==> src/rtl/nest_exc_pkg.sv <==
package nest_exc_pkg;

    // bits of a table level; the current level carries one bit more
    localparam int PRIO_W = 3;

    typedef logic [PRIO_W:0] lvl_t;

    // level of plain thread execution: below every table value
    localparam lvl_t THREAD_LVL = lvl_t'(1 << PRIO_W);

    typedef enum logic [1:0] {
        ST_IDLE,
        ST_SAVE,
        ST_RESTORE
    } seq_state_e;

    // what the internal stack keeps for each nesting level
    typedef struct packed {
        lvl_t lvl;
        logic priv;
    } frame_t;

    // byte address of the handler word for a given exception number
    function automatic logic [31:0] vec_byte_off(input int unsigned base,
                                                 input int unsigned num);
        return 32'((base + num) * 4);
    endfunction

endpackage

==> src/rtl/nest_exc_pend.sv <==
module nest_exc_pend #(
    parameter int NUM_IRQ = 32
) (
    input  logic               clk,
    input  logic               rst,
    input  logic [NUM_IRQ-1:0] set_i,
    input  logic [NUM_IRQ-1:0] clr_i,
    input  logic [NUM_IRQ-1:0] taken_i,
    output logic [NUM_IRQ-1:0] pend_o
);

    // a set arriving in the same cycle as a clear or a take keeps the bit
    always_ff @(posedge clk) begin
        if (rst) begin
            pend_o <= '0;
        end else begin
            pend_o <= (pend_o & ~clr_i & ~taken_i) | set_i;
        end
    end

endmodule

==> src/rtl/nest_exc_arb.sv <==
module nest_exc_arb
    import nest_exc_pkg::*;
#(
    parameter int NUM_IRQ = 32,
    localparam int NUM_W  = (NUM_IRQ > 1) ? $clog2(NUM_IRQ) : 1
) (
    input  logic [NUM_IRQ-1:0]        pend_i,
    input  logic [NUM_IRQ*PRIO_W-1:0] prio_tbl_i,
    output logic                      any_o,
    output logic [NUM_W-1:0]          win_num_o,
    output lvl_t                      win_lvl_o
);

    // scan from the top number downward; "<=" lets a lower number take a tie
    always_comb begin
        any_o     = 1'b0;
        win_num_o = '0;
        win_lvl_o = THREAD_LVL;
        for (int i = NUM_IRQ - 1; i >= 0; i--) begin
            if (pend_i[i] && ({1'b0, prio_tbl_i[i*PRIO_W +: PRIO_W]} <= win_lvl_o)) begin
                any_o     = 1'b1;
                win_num_o = NUM_W'(i);
                win_lvl_o = {1'b0, prio_tbl_i[i*PRIO_W +: PRIO_W]};
            end
        end
    end

endmodule

==> src/rtl/nest_exc_lifo.sv <==
module nest_exc_lifo
    import nest_exc_pkg::*;
#(
    parameter int DEPTH = 3,
    localparam int CNT_W = $clog2(DEPTH + 1)
) (
    input  logic   clk,
    input  logic   rst,
    input  logic   push_i,
    input  frame_t wdata_i,
    input  logic   pop_i,
    output frame_t top_o,
    output logic   full_o,
    output logic   empty_o
);

    frame_t           slot [DEPTH];
    logic [CNT_W-1:0] count;
    logic [CNT_W-1:0] top_idx;

    assign full_o  = (count == CNT_W'(DEPTH));
    assign empty_o = (count == '0);
    assign top_idx = count - 1'b1;

    always_ff @(posedge clk) begin
        if (rst) begin
            count <= '0;
        end else if (push_i && !pop_i) begin
            count <= count + 1'b1;
        end else if (pop_i && !push_i) begin
            count <= count - 1'b1;
        end
    end

    always_ff @(posedge clk) begin
        for (int g = 0; g < DEPTH; g++) begin
            if (push_i && count == CNT_W'(g)) begin
                slot[g] <= wdata_i;
            end
        end
    end

    always_comb begin
        top_o = '0;
        for (int g = 0; g < DEPTH; g++) begin
            if (!empty_o && top_idx == CNT_W'(g)) begin
                top_o = slot[g];
            end
        end
    end


    no_overflow_chk: assert property (@(posedge clk) disable iff (rst)
        push_i |-> !full_o);


    no_underflow_chk: assert property (@(posedge clk) disable iff (rst)
        pop_i |-> !empty_o);

endmodule

==> src/rtl/nest_exc_seq.sv <==
module nest_exc_seq
    import nest_exc_pkg::*;
#(
    parameter int          NUM_IRQ  = 32,
    parameter int          DEPTH    = 3,
    parameter int          ADDR_W   = 32,
    parameter int unsigned VEC_BASE = 16,
    parameter int unsigned RESET_PC = 0
) (
    input  logic                      clk,
    input  logic                      rst,
    input  logic [NUM_IRQ-1:0]        irq_set,
    input  logic [NUM_IRQ-1:0]        irq_clr,
    input  logic [NUM_IRQ*PRIO_W-1:0] prio_tbl,
    input  logic                      ret_strobe,
    input  logic                      drop_priv,
    output logic [ADDR_W-1:0]         vec_addr,
    input  logic [ADDR_W-1:0]         vec_data,
    output logic                      ctx_push_req,
    output logic [ADDR_W-1:0]         ctx_push_data,
    input  logic                      ctx_push_ack,
    output logic                      ctx_pop_req,
    input  logic [ADDR_W-1:0]         ctx_pop_data,
    input  logic                      ctx_pop_ack,
    output logic [ADDR_W-1:0]         pc,
    output logic                      priv_mode,
    output logic [PRIO_W:0]           cur_lvl
);

    localparam int NUM_W = (NUM_IRQ > 1) ? $clog2(NUM_IRQ) : 1;

    seq_state_e         state;
    lvl_t               lvl_q;
    logic               priv_q;
    logic [ADDR_W-1:0]  pc_q;
    logic [NUM_W-1:0]   sel_num_q;
    lvl_t               sel_lvl_q;

    logic [NUM_IRQ-1:0] pend;
    logic [NUM_IRQ-1:0] taken_mask;
    logic               any_pend;
    logic [NUM_W-1:0]   win_num;
    lvl_t               win_lvl;

    frame_t             top_frame;
    logic               lifo_full;
    logic               lifo_empty;

    logic               in_idle;
    logic               ret_go;
    logic               take_go;
    logic               save_done;
    logic               rest_done;

    nest_exc_pend #(.NUM_IRQ(NUM_IRQ)) u_pend (
        .clk     (clk),
        .rst     (rst),
        .set_i   (irq_set),
        .clr_i   (irq_clr),
        .taken_i (taken_mask),
        .pend_o  (pend)
    );

    nest_exc_arb #(.NUM_IRQ(NUM_IRQ)) u_arb (
        .pend_i     (pend),
        .prio_tbl_i (prio_tbl),
        .any_o      (any_pend),
        .win_num_o  (win_num),
        .win_lvl_o  (win_lvl)
    );

    nest_exc_lifo #(.DEPTH(DEPTH)) u_lifo (
        .clk     (clk),
        .rst     (rst),
        .push_i  (save_done),
        .wdata_i ('{lvl: lvl_q, priv: priv_q}),
        .pop_i   (rest_done),
        .top_o   (top_frame),
        .full_o  (lifo_full),
        .empty_o (lifo_empty)
    );

    // return is served before a new entry when both are eligible
    assign in_idle   = (state == ST_IDLE);
    assign ret_go    = in_idle && ret_strobe && !lifo_empty;
    assign take_go   = in_idle && !ret_go && any_pend && !lifo_full && (win_lvl < lvl_q);
    assign save_done = (state == ST_SAVE) && ctx_push_ack;
    assign rest_done = (state == ST_RESTORE) && ctx_pop_ack;
    assign taken_mask = save_done ? (NUM_IRQ'(1) << sel_num_q) : '0;

    always_ff @(posedge clk) begin
        if (rst) begin
            state     <= ST_IDLE;
            lvl_q     <= THREAD_LVL;
            priv_q    <= 1'b1;
            pc_q      <= ADDR_W'(RESET_PC);
            sel_num_q <= '0;
            sel_lvl_q <= THREAD_LVL;
        end else begin
            unique case (state)
                ST_IDLE: begin
                    if (ret_go) begin
                        state <= ST_RESTORE;
                    end else if (take_go) begin
                        sel_num_q <= win_num;
                        sel_lvl_q <= win_lvl;
                        state     <= ST_SAVE;
                    end else if (drop_priv) begin
                        priv_q <= 1'b0;
                    end
                end
                ST_SAVE: begin
                    if (ctx_push_ack) begin
                        pc_q   <= vec_data;
                        lvl_q  <= sel_lvl_q;
                        priv_q <= 1'b1;
                        state  <= ST_IDLE;
                    end
                end
                ST_RESTORE: begin
                    if (ctx_pop_ack) begin
                        pc_q   <= ctx_pop_data;
                        lvl_q  <= top_frame.lvl;
                        priv_q <= top_frame.priv;
                        state  <= ST_IDLE;
                    end
                end
                default: state <= ST_IDLE;
            endcase
        end
    end

    assign vec_addr      = ADDR_W'(vec_byte_off(VEC_BASE, 32'(sel_num_q)));
    assign ctx_push_req  = (state == ST_SAVE);
    assign ctx_push_data = pc_q;
    assign ctx_pop_req   = (state == ST_RESTORE);
    assign pc            = pc_q;
    assign priv_mode     = priv_q;
    assign cur_lvl       = lvl_q;


    save_hold_chk: assert property (@(posedge clk) disable iff (rst)
        (ctx_push_req && !ctx_push_ack) |=> ($stable(pc) && $stable(cur_lvl) && $stable(priv_mode)));


    entry_raise_chk: assert property (@(posedge clk) disable iff (rst)
        (ctx_push_req && ctx_push_ack) |=> (priv_mode && cur_lvl < $past(cur_lvl)));


    exit_lower_chk: assert property (@(posedge clk) disable iff (rst)
        (ctx_pop_req && ctx_pop_ack) |=> (cur_lvl > $past(cur_lvl)));


    win_pending_chk: assert property (@(posedge clk) disable iff (rst)
        any_pend |-> pend[win_num]);


    one_phase_chk: assert property (@(posedge clk) disable iff (rst)
        !(ctx_push_req && ctx_pop_req));

endmodule

==> config.mk <==
export PLATFORM = sky130hd
export DESIGN_NAME = nest_exc_seq
export DESIGN_NICKNAME = d
export VERILOG_FILES = /design/src/rtl/nest_exc_pkg.sv /design/src/rtl/nest_exc_pend.sv /design/src/rtl/nest_exc_arb.sv /design/src/rtl/nest_exc_lifo.sv /design/src/rtl/nest_exc_seq.sv
export SDC_FILE = /design/constraint.sdc
export NUM_CORES = 1
export LEC_CHECK = 0
export ABC_AREA = 0
export BUFFER_PORTS_ARGS = -buffer_cell sky130_fd_sc_hd__buf_4
export CAP_MARGIN = 20
export CORE_UTILIZATION = 40
export DETAILED_ROUTE_END_ITERATION = 10
export HOLD_SLACK_MARGIN = 0.02
export PLACE_DENSITY_LB_ADDON = 0.08
export SYNTH_ARGS = -nofsm -noshare
export SYNTH_HDL_FRONTEND = slang
export SYNTH_HIERARCHICAL = 1
export SYNTH_SLANG_ARGS = --single-unit
==> constraint.sdc <==
create_clock -name clk -period 115 [get_ports clk]
set_input_delay 17.25 -clock clk [delete_from_list [all_inputs] [get_ports clk]]
set_output_delay 17.25 -clock clk [all_outputs]
set_load 0.01 [all_outputs]
==> reports/metrics.cfg <==
[global_route]
grtUsageTotal_pct = 23.6
grt_pass1_wl_um = 48700
grt_pass1_vias = 9315
grt-ovfl-total = 0
grt_antenna_before_repair = 0
grt_max_degree = 73

[floorplanning]
fp.dieH_um = 161
dieArea_sq_mm = 0.0259
die_width_um = 161
rows = 57
start_util_pct = 41.2
core_sq_mm = 0.0245
io_pins = 333

[cts]
cts_tree = built
cts_buffer_depth = 2
cts_buffers = 9
cts.repair.resized = 0
cts_setup_buffers = 0
cts_root_buf = clkbuf_16
clock-sinks = 97
ctsHoldBuffers = 0
insertion_delay_ns = 0.36
path_clk_slew_ns = 0.08
cts_max_level = 3

[synthesis]
async_reset_ff_share_pct = 0
yosys_warnings = 6
ys_ff_latch = 97
synth-edff-count = 15
synth_cell_types = 88
ys_seq_area_share_pct = 20.7
synth_cells = 1278
syn_area_per_cell_sq_um = 7.91
synth_flop_cell = dfxtp_1
synthesis.area_sq_mm = 0.0101

[power]
power.internal_uw = 219
swShare_pct = 50.4
p_per_area_mw_per_mm2 = 35.1
p_switching_uw = 223
power_frac_seq_pct = 11.7
peakVddDrop_mv = 0.0187
p_clk_share_pct = 7.1
leakage_nw = 5.85
combPwrFrac_pct = 81.2

[worst_hold_path]
hold_path.class = flip-flop to flip-flop

[placed_design]
gp_congestion = 0.935
placed_area_sq_mm = 0.0123
io_buffers = 306
placed_cells = 1840
dp_hpwl_um = 26000

[timing]
slew_headroom_pct = 25.4
rsz0062_at_grt = false
fin_crit_sh_pct = 57.1
max_freq_ghz = 0.0152
hold_viol = 0
slew_viol_final = 0
layout_min_cycle_time_ns = 65.71
worstMarginPinSlew_ns = 1.11
setup_viol = 0
hold_ws_ns = 0.491
tns_ns = 0
finClkSkew_ns = 0.0159

[critical_path]
r2r_slack_ns = 65.58
setup.worst_path.class = input pin to flip-flop
critPathSlowestCell = nor3_2
cpPeakStageDelay_ns = 0.91
worstPathMaxFanout = 13
start_kind = input pin
end_kind = flip-flop
crit_top_cell = ha_1
cp_data_arrival_time_ns = 65.90
required_ns = 115.19

[finish]
postLayoutCellArea_sq_mm = 0.0126
stdcell_count = 1856
diodes = 0
final_core_util_pct = 51.3
drive_gt1_share_pct = 26.2
synthToLayoutAreaGrowth_pct = 24.4
nNetsFinal = 1860
nFillCells = 2435

[route]
drc = 0
routed_wl_um = 31600
avgRoutedWirePerCell_um = 17.0
via_count = 9967
avgViaCountPerCell = 5.37
drtPass1Iterations = 5
drt.antenna.violating_nets = 0
drt_iter0_markers = 651

[run_status]
status = finished, final reports clean

[flow_run]
drv_cap = 0

-- state kept, by name, summed over array words and instances (netlist names) --
| register | count |
|---|---|
| cur_lvl | 4 |
| priv_mode | 1 |
| u_pend/pend_o | 32 |
| ctx_push_data | 32 |
| u_lifo/slot | 15 |
| u_lifo/count | 2 |
| sel_num_q | 5 |
| state | 2 |
| sel_lvl_q | 4 |
-- critical path, delay by kind of cell --
kind | cells | cell delay, ns
AO/OA/AOI/OAI | 111 | 24.88
adder cells (fa/ha/maj) | 31 | 8.75
buffers and inverters | 12 | 1.16
multiplexers | 10 | 3.60
AND/OR/NAND/NOR | 62 | 10.23
-- kinds of logic (layout without fill, tap and decap cells) --
kind of cell	after synthesis	count (layout)	share of synthesized area, %
simple gates	432	432	22.9
compound gates	356	356	25.3
buf+inv	218	447	11.2
fa+ha+maj	103	103	12.7
flops	97	97	20.7
mux	68	68	6.91
xor+xnor	3	3	0.260
other cells	1	26	0.0371
-- per-stage QoR --
stage / setup slack [ns] / power [mW]
3_3_place_gp: 50.80 / 0.401
4_1_cts: 50.08 / 0.441
5_1_grt: 45.25 / 0.492
3_5_place_dp: 49.88 / 0.407
2_1_floorplan: 56.27 / 0.326
6_report: 49.29 / 0.442
-- layout make-up --
cell class	instances	area (sq um)	area share [%]
tap	324	405	3.22
inverter	121	454	3.61
timing repair buffer	310	2330	18.5
sequential	97	2090	16.6
clock buffer	9	225	1.79
multi-input combinational	988	6990	55.6
clock inverter	7	81.3	0.647
-- power groups by stage --
stage,logic (mW),clock network (mW),registers (mW)
2_1_floorplan,0.274,0,0.0521
3_3_place_gp,0.349,0,0.0522
3_5_place_dp,0.355,0,0.0523
4_1_cts,0.357,0.0324,0.0516
5_1_grt,0.405,0.0339,0.0529
6_report,0.359,0.0314,0.0515
-- layout by cell type (no fill, tap or decap), types with 14 or more instances in the layout --
master / n
a211oi_1: 21
a211oi_2: 33
a21oi_1: 85
and2_1: 23
and3_1: 14
buf_4: 310
conb_1: 26
dfxtp_1: 82
edfxtp_1: 15
ha_1: 102
inv_1: 121
mux2i_1: 57
nand2_1: 71
nand2b_1: 26
nand3_1: 39
nand3b_1: 15
nor2_1: 120
nor2b_1: 21
nor3_1: 14
o21a_1: 18
o21ai_0: 56
or3b_1: 32
-- synthesized netlist by cell type (7+ instances only) --
master | instances | area [sq um]
a31oi_1 | 13 | 81.3
and2_1 | 23 | 144
ha_1 | 103 | 1290
o21ai_0 | 56 | 280
o21ai_1 | 12 | 60.1
nand2_1 | 71 | 267
edfxtp_1 | 15 | 450
o211ai_1 | 13 | 97.6
nor2b_1 | 21 | 131
a211oi_1 | 21 | 158
or3_1 | 7 | 43.8
and3_1 | 14 | 87.6
a21o_1 | 12 | 90.1
nand3b_1 | 15 | 113
nor3_1 | 14 | 70.1
o22ai_1 | 11 | 68.8
o21a_1 | 18 | 135
dfxtp_1 | 82 | 1640
or3b_1 | 32 | 280
nor2_1 | 120 | 450
nor4_1 | 12 | 75.1
buf_2 | 12 | 60.1
nand3_1 | 39 | 195
a211oi_2 | 33 | 413
o31ai_1 | 12 | 90.1
inv_1 | 121 | 454
clkbuf_1 | 11 | 41.3
mux2_2 | 10 | 113
or2_2 | 9 | 56.3
a21oi_1 | 85 | 425
nand2b_1 | 26 | 163
mux2i_1 | 57 | 571
buf_4 | 65 | 488
-- per-layer routing --
metal / track usage (%) / vias to the layer above / wire, um
met5: 0 / - / 0
met3: 2.85 / 31 / 1490
li1: - / 5033 / -
met4: 5.92 / 0 / 522
met2: 38.8 / 288 / 14800
met1: 32.7 / 4615 / 14800
-- path summary, 6_finish.rpt --
check | startpoint | end | cells past startpoint
setup / recovery | prio_tbl[95] | state[1]$_SDFFE_PP0P_ | 226
hold reg to reg | sel_lvl_q[0]$_SDFFE_PP0P_ | sel_lvl_q[0]$_SDFFE_PP0P_ | 2
hold / removal | sel_lvl_q[0]$_SDFFE_PP0P_ | sel_lvl_q[0]$_SDFFE_PP0P_ | 2
setup reg to reg | u_pend/pend_o[31]$_SDFF_PP0_ | state[1]$_SDFFE_PP0P_ | 225
Note: power is estimated with default switching activity, not from simulation.
